==> config.mk <==
export PLATFORM = sky130hd
export DESIGN_NAME = acc_seq_core
export DESIGN_NICKNAME = d
export VERILOG_FILES = /design/src/rtl/seq_pkg.sv /design/src/rtl/seq_fsm.sv /design/src/rtl/seq_pc.sv /design/src/rtl/seq_regs.sv /design/src/rtl/acc_seq_core.sv
export SDC_FILE = /design/constraint.sdc
export NUM_CORES = 1
export LEC_CHECK = 0
export BUFFER_PORTS_ARGS = -buffer_cell sky130_fd_sc_hd__buf_2
export CAP_MARGIN = 20
export CORE_ASPECT_RATIO = 0.5
export CORE_MARGIN = 2
export CORE_UTILIZATION = 58
export CTS_CLUSTER_DIAMETER = 30
export CTS_CLUSTER_SIZE = 24
export DETAILED_ROUTE_END_ITERATION = 8
export PLACE_DENSITY = 0.9
export SLEW_MARGIN = 20
export SYNTH_ARGS = -nofsm -noshare
export SYNTH_HDL_FRONTEND = slang
export SYNTH_SLANG_ARGS = --single-unit
export TNS_END_PERCENT = 50
==> constraint.sdc <==
create_clock -name clk -period 4.3 [get_ports clk]
set_clock_uncertainty 0.1 [all_clocks]
set_input_delay 0.645 -clock clk [delete_from_list [all_inputs] [get_ports clk]]
set_output_delay 0.645 -clock clk [all_outputs]
set_load 0.02 [all_outputs]
==> src/rtl/seq_pkg.sv <==
package seq_pkg;

    localparam int OPC_W = 8;

    localparam logic [OPC_W-1:0] OPC_LDI = 8'h01;
    localparam logic [OPC_W-1:0] OPC_LDA = 8'h02;
    localparam logic [OPC_W-1:0] OPC_STA = 8'h03;
    localparam logic [OPC_W-1:0] OPC_JMP = 8'h04;

    typedef enum logic [3:0] {
        ST_WAKE,
        ST_WAIT1,
        ST_FETCH1,
        ST_WAIT2,
        ST_FETCH2,
        ST_WAIT3,
        ST_FETCH3,
        ST_DECODE,
        ST_EXEC
    } seq_state_e;

    typedef enum logic [2:0] {
        K_NOP,
        K_LDI,
        K_LDA,
        K_STA,
        K_JMP
    } op_kind_e;

    typedef struct packed {
        logic inc;
        logic load;
    } pc_ctl_t;

    function automatic op_kind_e classify(logic [OPC_W-1:0] opc);
        case (opc)
            OPC_LDI: return K_LDI;
            OPC_LDA: return K_LDA;
            OPC_STA: return K_STA;
            OPC_JMP: return K_JMP;
            default: return K_NOP;
        endcase
    endfunction

    function automatic seq_state_e fetch_state_of(int unsigned slot);
        case (slot)
            0:       return ST_FETCH1;
            1:       return ST_FETCH2;
            default: return ST_FETCH3;
        endcase
    endfunction

endpackage

==> src/rtl/seq_fsm.sv <==
module seq_fsm
    import seq_pkg::*;
(
    input  logic       clk,
    input  logic       rst,
    output seq_state_e state
);

    seq_state_e nxt;

    always_comb begin
        case (state)
            ST_WAKE:   nxt = ST_WAIT1;
            ST_WAIT1:  nxt = ST_FETCH1;
            ST_FETCH1: nxt = ST_WAIT2;
            ST_WAIT2:  nxt = ST_FETCH2;
            ST_FETCH2: nxt = ST_WAIT3;
            ST_WAIT3:  nxt = ST_FETCH3;
            ST_FETCH3: nxt = ST_DECODE;
            ST_DECODE: nxt = ST_EXEC;
            ST_EXEC:   nxt = ST_WAIT1;
            default:   nxt = ST_WAKE;
        endcase
    end

    always_ff @(posedge clk) begin
        if (rst) state <= ST_WAKE;
        else     state <= nxt;
    end

    // execute is always followed by wait1
    assert_exec_to_wait_R2: assert property (@(posedge clk) disable iff (rst)
        (state == ST_EXEC) |=> (state == ST_WAIT1));

endmodule

==> src/rtl/seq_pc.sv <==
module seq_pc
    import seq_pkg::*;
#(
    parameter int ADDR_W = 16
) (
    input  logic              clk,
    input  logic              rst,
    input  pc_ctl_t           ctl,
    input  logic [ADDR_W-1:0] target,
    output logic [ADDR_W-1:0] pc
);

    always_ff @(posedge clk) begin
        if (rst)           pc <= '0;
        else if (ctl.load) pc <= target;
        else if (ctl.inc)  pc <= pc + ADDR_W'(1);
    end

    // reset clears the program counter
    assert_pc_reset_R1: assert property (@(posedge clk)
        rst |=> (pc == '0));

endmodule

==> src/rtl/seq_regs.sv <==
module seq_regs
    import seq_pkg::*;
#(
    parameter int DATA_W = 8,
    parameter int NUM_IR = 3
) (
    input  logic                          clk,
    input  logic                          rst,
    input  seq_state_e                    state,
    input  op_kind_e                      kind,
    input  logic [DATA_W-1:0]             rdata,
    output logic [NUM_IR-1:0][DATA_W-1:0] ir,
    output logic [DATA_W-1:0]             acc
);

    logic [DATA_W-1:0] ir_q [NUM_IR];

    for (genvar k = 0; k < NUM_IR; k++) begin : g_ir
        always_ff @(posedge clk) begin
            if (rst)
                ir_q[k] <= '0;
            else if (state == fetch_state_of(k))
                ir_q[k] <= rdata;
        end
        assign ir[k] = ir_q[k];
    end

    always_ff @(posedge clk) begin
        if (rst) begin
            acc <= '0;
        end else if (state == ST_EXEC) begin
            case (kind)
                K_LDI:   acc <= ir_q[1];
                K_LDA:   acc <= rdata;
                default: acc <= acc;
            endcase
        end
    end

    // load immediate takes operand low byte
    assert_acc_ldi_R5: assert property (@(posedge clk) disable iff (rst)
        (state == ST_EXEC && kind == K_LDI) |=> (acc == $past(ir[1])));

    // load absolute takes the RAM byte presented in execute
    assert_acc_lda_R6: assert property (@(posedge clk) disable iff (rst)
        (state == ST_EXEC && kind == K_LDA) |=> (acc == $past(rdata)));

    // store, jump and no-op leave the accumulator alone
    assert_acc_hold_R9: assert property (@(posedge clk) disable iff (rst)
        (state == ST_EXEC && (kind == K_NOP || kind == K_STA || kind == K_JMP))
        |=> $stable(acc));

endmodule

==> src/rtl/acc_seq_core.sv <==
module acc_seq_core
    import seq_pkg::*;
#(
    parameter int ADDR_W = 16,
    parameter int DATA_W = 8
) (
    input  logic              clk,
    input  logic              rst,
    output logic [ADDR_W-1:0] mem_addr,
    input  logic [DATA_W-1:0] mem_rdata,
    output logic [DATA_W-1:0] mem_wdata,
    output logic              mem_we,
    output logic [DATA_W-1:0] dbg_ir1,
    output logic [DATA_W-1:0] dbg_ir2,
    output logic [DATA_W-1:0] dbg_ir3,
    output logic [DATA_W-1:0] dbg_acc
);

    localparam int NUM_IR = 3;

    seq_state_e                    state;
    op_kind_e                      kind;
    pc_ctl_t                       pc_ctl;
    logic [ADDR_W-1:0]             pc;
    logic [ADDR_W-1:0]             operand;
    logic [NUM_IR-1:0][DATA_W-1:0] ir;
    logic                          use_operand;

    seq_fsm u_fsm (
        .clk   (clk),
        .rst   (rst),
        .state (state)
    );

    seq_regs #(
        .DATA_W (DATA_W),
        .NUM_IR (NUM_IR)
    ) u_regs (
        .clk   (clk),
        .rst   (rst),
        .state (state),
        .kind  (kind),
        .rdata (mem_rdata),
        .ir    (ir),
        .acc   (dbg_acc)
    );

    seq_pc #(
        .ADDR_W (ADDR_W)
    ) u_pc (
        .clk    (clk),
        .rst    (rst),
        .ctl    (pc_ctl),
        .target (operand),
        .pc     (pc)
    );

    assign kind    = classify(ir[0][OPC_W-1:0]);
    assign operand = ADDR_W'({ir[2], ir[1]});

    always_comb begin
        pc_ctl.inc  = 1'b0;
        pc_ctl.load = 1'b0;
        case (state)
            ST_FETCH1, ST_FETCH2: pc_ctl.inc = 1'b1;
            ST_EXEC: begin
                if (kind == K_JMP) pc_ctl.load = 1'b1;
                else               pc_ctl.inc  = 1'b1;
            end
            default: ;
        endcase
    end

    assign use_operand = (state == ST_DECODE) || (state == ST_EXEC && kind == K_STA);
    assign mem_addr    = use_operand ? operand : pc;
    assign mem_we      = (state == ST_EXEC) && (kind == K_STA);
    assign mem_wdata   = dbg_acc;

    assign dbg_ir1 = ir[0];
    assign dbg_ir2 = ir[1];
    assign dbg_ir3 = ir[2];

    // reset drives address zero with no write
    assert_reset_addr_R1: assert property (@(posedge clk)
        rst |=> (mem_addr == '0 && !mem_we));

    // address steps by one after fetch1 and fetch2
    assert_fetch_step_R3: assert property (@(posedge clk) disable iff (rst)
        (state == ST_FETCH1 || state == ST_FETCH2)
        |=> (mem_addr == $past(mem_addr) + ADDR_W'(1)));

    // write strobe lasts one cycle
    assert_we_single_R7: assert property (@(posedge clk) disable iff (rst)
        mem_we |=> !mem_we);

    // write goes to the operand address
    assert_we_addr_R7: assert property (@(posedge clk) disable iff (rst)
        mem_we |-> (mem_addr == ADDR_W'({dbg_ir3, dbg_ir2})));

    // after a jump the next fetch address is the target
    assert_jump_target_R8: assert property (@(posedge clk) disable iff (rst)
        (state == ST_EXEC && kind == K_JMP)
        |=> (mem_addr == ADDR_W'({$past(dbg_ir3), $past(dbg_ir2)})));

endmodule

# After elaboration in Yosys (flattened, before gate mapping)
# Memories as Yosys holds them, arrays and structs flattened. A register that Yosys moved wholly into a read port is not among the register bits.
# Cells that the tools add are included.
# W data, S select, Z words.
op_classes:
  n_addsub: 1
  n_eq_ne: 13
  mux: 23
  n_bitwise: 3
  n_reduce_logical: 6
op_table:
  columns: ["cell", "n"]
  rows:
  - ["$mux W16", 3]
  - ["$mux W8", 3]
  - ["$add A16 B1 Y16 const B", 1]
  - ["$eq A8 B2 Y1 const B", 2]
  - ["$pmux W8 S2", 1]
  - ["$mux W1", 14]
  - ["$eq A4 B3 Y1 const B", 3]
  - ["$pmux W3 S4", 1]
  - ["$eq A8 B1 Y1 const B", 1]
  - ["$eq A8 B3 Y1 const B", 1]
  - ["$eq A3 B2 Y1 const B", 2]
  - ["$eq A4 B2 Y1 const B", 1]
  - ["$eq A4 B4 Y1 const B", 1]
  - ["$reduce_bool A2 Y1", 2]
  - ["$eq A3 B1 Y1 const B", 1]
  - ["$eq A3 B3 Y1 const B", 1]
  - ["$or A1 B1 Y1", 3]
  - ["$pmux W1 S2", 1]
  - ["$reduce_and A2 Y1", 1]
  - ["$reduce_or A2 Y1", 1]
  - ["$logic_and A1 B1 Y1", 1]
  - ["$logic_or A1 B1 Y1", 1]
totals:
  regBits: 24
  mem_bits_rw: 24
  rom_bits: 64
  in_bits: 10
  out_inout_bits: 57
  word_cells: 50
  memories: 2
mem_list:
  columns: ["name", "depth", "word_bits", "read_ports", "rd_clocked_by_memory_dff", "write_ports", "line", "rtl"]
  rows:
  - ["(no name shown)", 16, 4, 1, 1, 0, "seq_fsm.sv:12", "case (state)"]
  - ["u_regs.ir_q", 3, 8, 3, 0, 3, "seq_regs.sv:16", "logic [DATA_W-1:0] ir_q [NUM_IR];"]

# Depth between registers and ports, before layout
# Gate-level depths: netlist of the first run.
depth:
  word_depth: 7
  depth_mapped: 9
  ltp_nobuf: 7

# By module
# From an unflattened synthesis of the first run, not the netlist that was laid out.
hier_totals:
  hier_cells: 343
  hier_area_um2: 3278.1
modules_own_cells:
  columns: ["mod", "n_inst", "cells_per_inst", "area_each_um2", "seq_area_each_um2"]
  rows:
  - ["seq_regs", 1, 97, 1358.8, 880.8]
  - ["seq_pc", 1, 112, 984.7, 320.3]
  - ["acc_seq_core", 1, 116, 737.0, 0.0]
  - ["seq_fsm", 1, 18, 197.7, 80.1]

# Worst setup path after synthesis of the first run
# Ideal clock, no wire load.
synth_path:
  path_kind: "flip-flop to output port"
  startpoint: "reg u_fsm.state[0]"
  endpoint: "out mem_addr[10]"
  arrival_time_ns: 1.856
  required_time_ns: 3.555
  path_slack_ns: 1.699
  path_stages_with_launch: 8
  n_path_buf: 1
  cell_sequence: "dfxtp_1 -> inv_1 -> ha_1 -> and3b_1 -> and4_4 -> a31oi_4 -> buf_6 -> mux2_4"
synth_via:
  elab_chain_len: 4
  word_cells_on_any_way: 5
  classes_between: "2 x eq/ne; 1 x mux; 2 x reduce/logical"
synth_rtl:
  columns: ["item", "line", "rtl"]
  rows:
  - ["start: declaration", "seq_fsm.sv:6", "output seq_state_e state"]
  - ["$eq A4 B4 Y1", null, null]
  - ["$logic_and A1 B1 Y1", null, null]
  - ["named net mem_we", "acc_seq_core.sv:12", "output logic mem_we,"]
  - ["$logic_or A1 B1 Y1", "acc_seq_core.sv:74", "assign use_operand = (state == ST_DECODE) || (state == ST_EXEC && kind == K_STA);"]
  - ["$mux W16", "acc_seq_core.sv:75", "assign mem_addr = use_operand ? operand : pc;"]
  - ["end: declaration", "acc_seq_core.sv:9", "output logic [ADDR_W-1:0] mem_addr,"]
# The timed path passes the listed nets, and every way through them passes these cells.

# Worst setup path in the final report of the first run
layout_path:
  startpoint: "reg u_fsm.state[1]"
  endpoint: "out mem_addr[0]"
layout_via:
  elab_chain_len: 4
  word_cells_on_any_way: 5
  classes_between: "2 x eq/ne; 1 x mux; 2 x reduce/logical"
layout_rtl:
  columns: ["item", "line"]
  rows:
  - ["$eq A4 B4 Y1", "acc_seq_core.sv:74"]
  - ["$logic_and A1 B1 Y1", "acc_seq_core.sv:74"]
  - ["$logic_or A1 B1 Y1 *", "acc_seq_core.sv:74"]
  - ["$mux W16 *", "acc_seq_core.sv:75"]
# Every way passes the cells marked *; elsewhere a longest branch is shown, timed or not.

==> flow_metrics.env, run 1 <==
export IMPL_rows=17
export IMPL_p_leak_nw=1.418
export IMPL_seq_area_um2=1281
export IMPL_yosys_cell_count_top_type="dfxtp_1"
export IMPL_switching_share_pct=25.90
export IMPL_numCtsBuffers=5
export IMPL_num_vias=2434
export IMPL_critPathLaunchType="flop"
export IMPL_fill_cells=296
export IMPL_drive_above_1_share_pct=27.58
export IMPL_yosysSeqAreaShare_pct=45.53
export IMPL_rsz0062_at_grt="false"
export IMPL_status="complete, no violations"
export IMPL_place_congestion=0.8455
export IMPL_die_area_um2=5459
export IMPL_pwr_density_cell_nw_per_um2=319.8
export IMPL_multiInputGateArea_um2=1379
export IMPL_htree_levels=2
export IMPL_synth_edf_count=24
export IMPL_gr_total_overflow=0
export IMPL_io_buffers=66
export IMPL_clock_power_share_pct=34.8
export IMPL_fin_setup_tns_ps=0
export IMPL_clock_path_buffers=2
export IMPL_synthCells=276
export IMPL_wirelength_um=7160
export IMPL_clk_pin_slew_ps=100
export IMPL_grtUsageTotal_pct=26.72
export IMPL_diodes=0
export IMPL_postCtsSetupBuffers=0
export IMPL_synth_ff_type="dfxtp_1"
export IMPL_internal_power_mw=0.7640
export IMPL_hpwl_um=5078
export IMPL_drv_cap=0
export IMPL_cts_hold_buffers_added=0
export IMPL_slew_viol_final=0
export IMPL_grt_pass1_vias=2194
export IMPL_required_ps=3560
export IMPL_clock_fmax_mhz=292.7
export IMPL_hold_violations=0
export IMPL_setup_slack_ps=883.5
export IMPL_grt_max_degree=34
export IMPL_layout_min_cycle_time_ps=3416
export IMPL_die_x_um=102.5
export IMPL_final_nets=344
export IMPL_antenna_left=0
export IMPL_ys_seq_elements=52
export IMPL_path_max_fanout=16
export IMPL_synth_common_cells="dfxtp_1, and2_1, nor2_1"
export IMPL_slew_headroom_pct=50.17
export IMPL_ios=67
export IMPL_avgSynthCellArea_um2=10.20
export IMPL_dp_cells=388
export IMPL_dr_pass1_iters=5
export IMPL_critPathKind="reg -> out"
export IMPL_grt_pass1_wl_um=10670
export IMPL_netlist_area_um2=2814
export IMPL_area_growth_pct=14.58
export IMPL_drtIter0Drc=215
export IMPL_cts_root_buf="clkbuf_8"
export IMPL_core_um2=4531
export IMPL_yosysTopAreaCellShare_pct=25.61
export IMPL_holdWs_ps=411.4
export IMPL_start_util_pct=62.11
export IMPL_wl_per_cell_um=18.08
export IMPL_dpl_worst_slack_ps=1256
export IMPL_ir_worst_vdd_uv=145.2
export IMPL_synth_area_leader_cell="edfxtp_1"
export IMPL_seq_power_share_pct=54.2
export IMPL_drc=0
export IMPL_yosysWarnings=0
export IMPL_cts_resized=0
export IMPL_tightest_slew_ps=747.5
export IMPL_p_sw_mw=0.2670
export IMPL_min_path_type="reg -> reg"
export IMPL_synthTopCellsByArea="edfxtp_1, dfxtp_1, and2_1, mux2_4, mux2i_1"
export IMPL_comb_power_share_pct=11.0
export IMPL_fp_dieH_um=53.26
export IMPL_arrival_ps=2670
export IMPL_syn_nets=291
export IMPL_final_period_utilization_pct=79.45
export IMPL_clkSinkCount=52
export IMPL_insertion_delay_ps=310
export IMPL_yosysUniqueCellTypes=49
export IMPL_avgViaCountPerCell=6.146
export IMPL_async_reset_ff_share_pct=0
export IMPL_setup_violations=0
export IMPL_final_core_util_pct=71.17
export IMPL_final_instance_count_excl_fill=396
export IMPL_endpoint_kind="output port"
export IMPL_cts_tree="built"
export IMPL_antenna_found_initial=0
==> final timing paths <==
check	from	endpoint	slack (ps)	cells past startpoint
worst max register to register	u_fsm.state[0]	u_pc.pc[10]	1810	6
worst max-delay path	u_fsm.state[1]	mem_addr[0]	880	7
worst min-delay path	u_regs.acc[3]	u_regs.acc[3]	410	2
worst min register to register	u_regs.acc[3]	u_regs.acc[3]	410	2
==> layout by cell type (no fill, tap or decap), types with 3 or more instances in the layout <==
cell type	n
o21ai_0	4
o22ai_1	4
nand4_1	3
a21oi_1	11
o21ai_1	6
clkbuf_8	6
nand3_1	10
buf_2	66
mux2i_1	12
inv_1	6
a2111oi_1	3
ha_1	5
nor3b_1	3
mux2_4	10
nor3_1	7
nand2_1	16
and2_1	27
mux2_1	6
dfxtp_1	28
a211oi_1	13
nor2_1	27
edfxtp_1	24
==> sequential cells by signal, indices dropped and copies added, names as in the netlist <==
signal	count
u_fsm.state	4
u_pc.pc	16
u_regs.acc	8
u_regs.ir_q	24
==> power by group through the flow <==
stage,logic [mW],registers [mW],clock network [mW]
after global routing,0.121,0.561,0.375
after detailed placement,0.112,0.569,0
after floorplan,0.0574,0.578,0
after global placement,0.106,0.567,0
after CTS,0.112,0.558,0.357
final,0.114,0.559,0.358
==> cells by family (layout without fill, tap and decap cells) <==
kind of cell	Yosys count	count (layout)	share of synthesized area [%]
AO/OA/AOI/OAI	54	54	13.47
XOR/XNOR	1	1	0.3113
adder cells (fa/ha/maj)	5	5	2.223
buffers and inverters	27	81	5.469
flip-flops	52	52	45.53
multiplexers	29	29	12.41
AND/OR/NAND/NOR	108	108	20.59
==> routing by layer <==
layer / up-vias / GRT usage (%) / routed length, um
li1: 1107 / - / -
met1: 1164 / 35.64 / 2901
met2: 150 / 44.77 / 3498
met3: 13 / 4.756 / 679
met4: 0 / 8.444 / 81
met5: - / 0 / 0
==> cell type report <==
| cell class | instances | share of cell area, % |
|---|---|---|
| flip-flops and latches | 52 | 39.74 |
| clock inverters | 2 | 1.203 |
| multi-input cells | 197 | 42.76 |
| inverters | 6 | 0.6985 |
| repair buffers | 67 | 10.48 |
| clock buffers | 6 | 2.561 |
| well taps | 66 | 2.561 |
==> worst max-delay path: stages, from the launching register on <==
cell	delay [ps]
dfxtp_1	430
inv_1	90
ha_1	230
and3b_1	230
and4_4	210
a31oi_4	600
mux2_1	390
buf_2	170
==> stage by stage <==
| step | area (um^2) | power, mW |
|---|---|---|
| 3_5_place_dp | 3103 | 0.6808 |
| 4_1_cts | 3224 | 1.027 |
| 3_3_place_gp | 3103 | 0.6730 |
| 6_report | 3224 | 1.031 |
| 5_1_grt | 3224 | 1.057 |
| 2_1_floorplan | 2814 | 0.6354 |
Note: power is estimated with default switching activity, not from simulation.
==> run 2: changes to the inputs <==
Settings changed: ABC_AREA set to 1, CORE_UTILIZATION 58 to 49, PLACE_DENSITY 0.9 to 0.81.
Clock period 4.3 ns to 2.9 ns, I/O delays scaled along.
==> run 2 against run 1 <==
Effect of this change: first-iteration DRC count grew 6.0%; core utilization shrank 13 points; sequential share of layout area shrank 3.7 points; clock-buffer cell count is the same; global-route usage shrank 4.2 points; total power grew 58%; critical path type unchanged; highest routed layer unchanged; die area grew 28%; via count grew 22%; largest cell class unchanged.
==> flow_metrics.env, run 2 <==
export IMPL_tightest_slew_ps=562.6
export IMPL_arrival_ps=2080
export IMPL_wirelength_um=7706
export IMPL_cts_root_buf="clkbuf_16"
export IMPL_fin_setup_tns_ps=0
export IMPL_rows=20
export IMPL_postCtsSetupBuffers=0
export IMPL_start_util_pct=50.91
export IMPL_largestRegisters="u_regs.ir_q: 24 flops, u_pc.pc: 16 flops, u_regs.acc: 8 flops"
export IMPL_antenna_left=0
export IMPL_grtUsageTotal_pct=22.50
export IMPL_async_reset_ff_share_pct=0
export IMPL_final_nets=507
export IMPL_wl_per_cell_um=13.26
export IMPL_grt_max_degree=33
export IMPL_avgSynthCellArea_um2=7.083
export IMPL_grt_pass1_wl_um=11960
export IMPL_endpoint_kind="output port"
export IMPL_hold_violations=0
export IMPL_yosysWarnings=0
export IMPL_syn_nets=452
export IMPL_antenna_found_initial=0
export IMPL_layout_common_cells="nand2_1, nor2_1, buf_2"
export IMPL_fp_dieH_um=60.20
export IMPL_critPathLaunchType="flop"
export IMPL_synth_ff_type="dfxtp_1"
export IMPL_core_um2=6081
export IMPL_yosysUniqueCellTypes=30
export IMPL_drv_cap=0
export IMPL_yosys_cell_count_top_type="nand2_1"
export IMPL_dr_pass1_iters=5
export IMPL_required_ps=2370
export IMPL_synthCells=437
export IMPL_critPathKind="reg -> out"
export IMPL_insertion_delay_ps=290
export IMPL_top_register="u_regs.ir_q"
export IMPL_synth_area_leader_cell="edfxtp_1"
export IMPL_reg2reg_depth=8
export IMPL_synth_edf_count=24
export IMPL_ir_worst_vdd_uv=249.4
export IMPL_r2r_setup_slack_ps=870
export IMPL_dpl_instance_area_um2=3408
export IMPL_yosysSeqAreaShare_pct=41.39
export IMPL_num_vias=2971
export IMPL_hpwl_um=5597
export IMPL_layout_min_cycle_time_ps=2619
export IMPL_synthTopCellsByArea="edfxtp_1, dfxtp_1, nand2_1, nor2_1, nand3_1"
export IMPL_place_congestion=0.8711
export IMPL_synth_common_cells="nand2_1, nor2_1, inv_1"
export IMPL_cts_tree="built"
export IMPL_fill_cells=570
export IMPL_cp_startpoint="u_fsm.state[0]"
export IMPL_area_growth_pct=14.79
export IMPL_avgViaCountPerCell=5.114
export IMPL_drc=0
export IMPL_path_max_fanout=32
export IMPL_clkSinkCount=52
export IMPL_htree_levels=2
export IMPL_design_area_um2=3553
export IMPL_pwr_density_cell_nw_per_um2=459.1
export IMPL_min_path_type="reg -> reg"
export IMPL_reg2reg_to="u_pc.pc[9]"
export IMPL_final_core_util_pct=58.44
export IMPL_p_leak_nw=1.716
export IMPL_rr_startpoint="u_fsm.state[0]"
export IMPL_slew_viol_final=0
export IMPL_ios=67
export IMPL_grt_pass1_vias=2452
export IMPL_endpoint="mem_addr[0]"
export IMPL_gr_total_overflow=0
export IMPL_slew_headroom_pct=62.45
export IMPL_drtIter0Drc=228
export IMPL_setup_violations=0
export IMPL_netlist_area_um2=3095
export IMPL_largest_register_ffs=24
export IMPL_status="complete, no violations"
export IMPL_clk_pin_slew_ps=70
export IMPL_clock_fmax_mhz=381.8
export IMPL_yosysTopAreaCellShare_pct=23.28
export IMPL_final_period_utilization_pct=90.30
export IMPL_drive_above_1_share_pct=18.46
export IMPL_cts_hold_buffers_added=0
export IMPL_io_buffers=66
export IMPL_numCtsBuffers=5
export IMPL_clock_path_buffers=2
export IMPL_ys_seq_elements=52
export IMPL_die_x_um=116.4
export IMPL_die_area_um2=7008
export IMPL_cts_resized=0
export IMPL_final_common_cell="nand2_1"
export IMPL_rsz0062_at_grt="false"
export IMPL_power_mw=1.631
export IMPL_diodes=0
## run 2: cell count changes after synthesis, sizes merged, moves of 13 or more
cell,previous run,this run
a211oi,13,0
and2,27,0
inv,6,63
mux2,17,0
nand2,16,111
nand3,10,48
nor2,27,69
o21ai,10,29
## run 2: report_power, final
part           switching (mW)  internal [mW]  total, mW
Combinational           0.146         0.0615      0.207
Sequential             0.0339          0.798      0.832
Clock                   0.269          0.322      0.592
Total                   0.449           1.18       1.63
## run 2: area by class of cell
cell class	instances	area, um^2	area share, %
Clock buffer	6	128.9	3.627
Multi-Input combinational cell	299	1408	39.61
Tap cell	88	110.1	3.099
Inverter	64	249.0	7.007
Timing Repair Buffer	70	360.3	10.14
Sequential cell	52	1281	36.06
Clock inverter	2	16.27	0.4577
## run 2: worst min path at each step
stage,start,endpoint,slack [ps],cells past startpoint
finish,u_pc.pc[15],u_pc.pc[15],390,2
global route,mem_rdata[4],u_regs.ir_q[1][4],410,3
CTS,u_pc.pc[15],u_pc.pc[15],380,2
detailed placement,u_pc.pc[15],u_pc.pc[15],370,2
global placement,u_pc.pc[15],u_pc.pc[15],370,2
floorplan,u_pc.pc[15],u_pc.pc[15],350,2
## run 2: routing by layer
layer	up-vias	track usage [%]	routed length, um
li1	1495	-	-
met1	1333	30.84	3446
met2	133	37.29	3574
met3	10	3.753	546
met4	0	6.293	138
met5	-	0	0
## run 2: kinds of logic after synthesis
logic type / share of synthesized area [%]
compound gates: 8.812
xor+xnor: 0.5660
fa+ha+maj: 2.021
buf+inv: 13.14
flops: 41.39
simple gates: 34.07
## run 2: worst max-delay path, stage by stage (launching register included)
cell     delay, ps
dfxtp_1        340
inv_1          110
ha_1           260
nand3_4        150
o31ai_4        250
buf_4          300
nand2_1         70
o21ai_0        100
buf_2          210
## run 2: through the flow
stage | instances | hold slack, ps | worst slack [ps]
6_report | 581 | 385.6 | 281.2
5_1_grt | 581 | 411.3 | 120.5
4_1_cts | 581 | 383.4 | 305.5
3_5_place_dp | 573 | 374.1 | 624.1
3_3_place_gp | 573 | 368.8 | 714.9
2_1_floorplan | 437 | 354.4 | 759.5
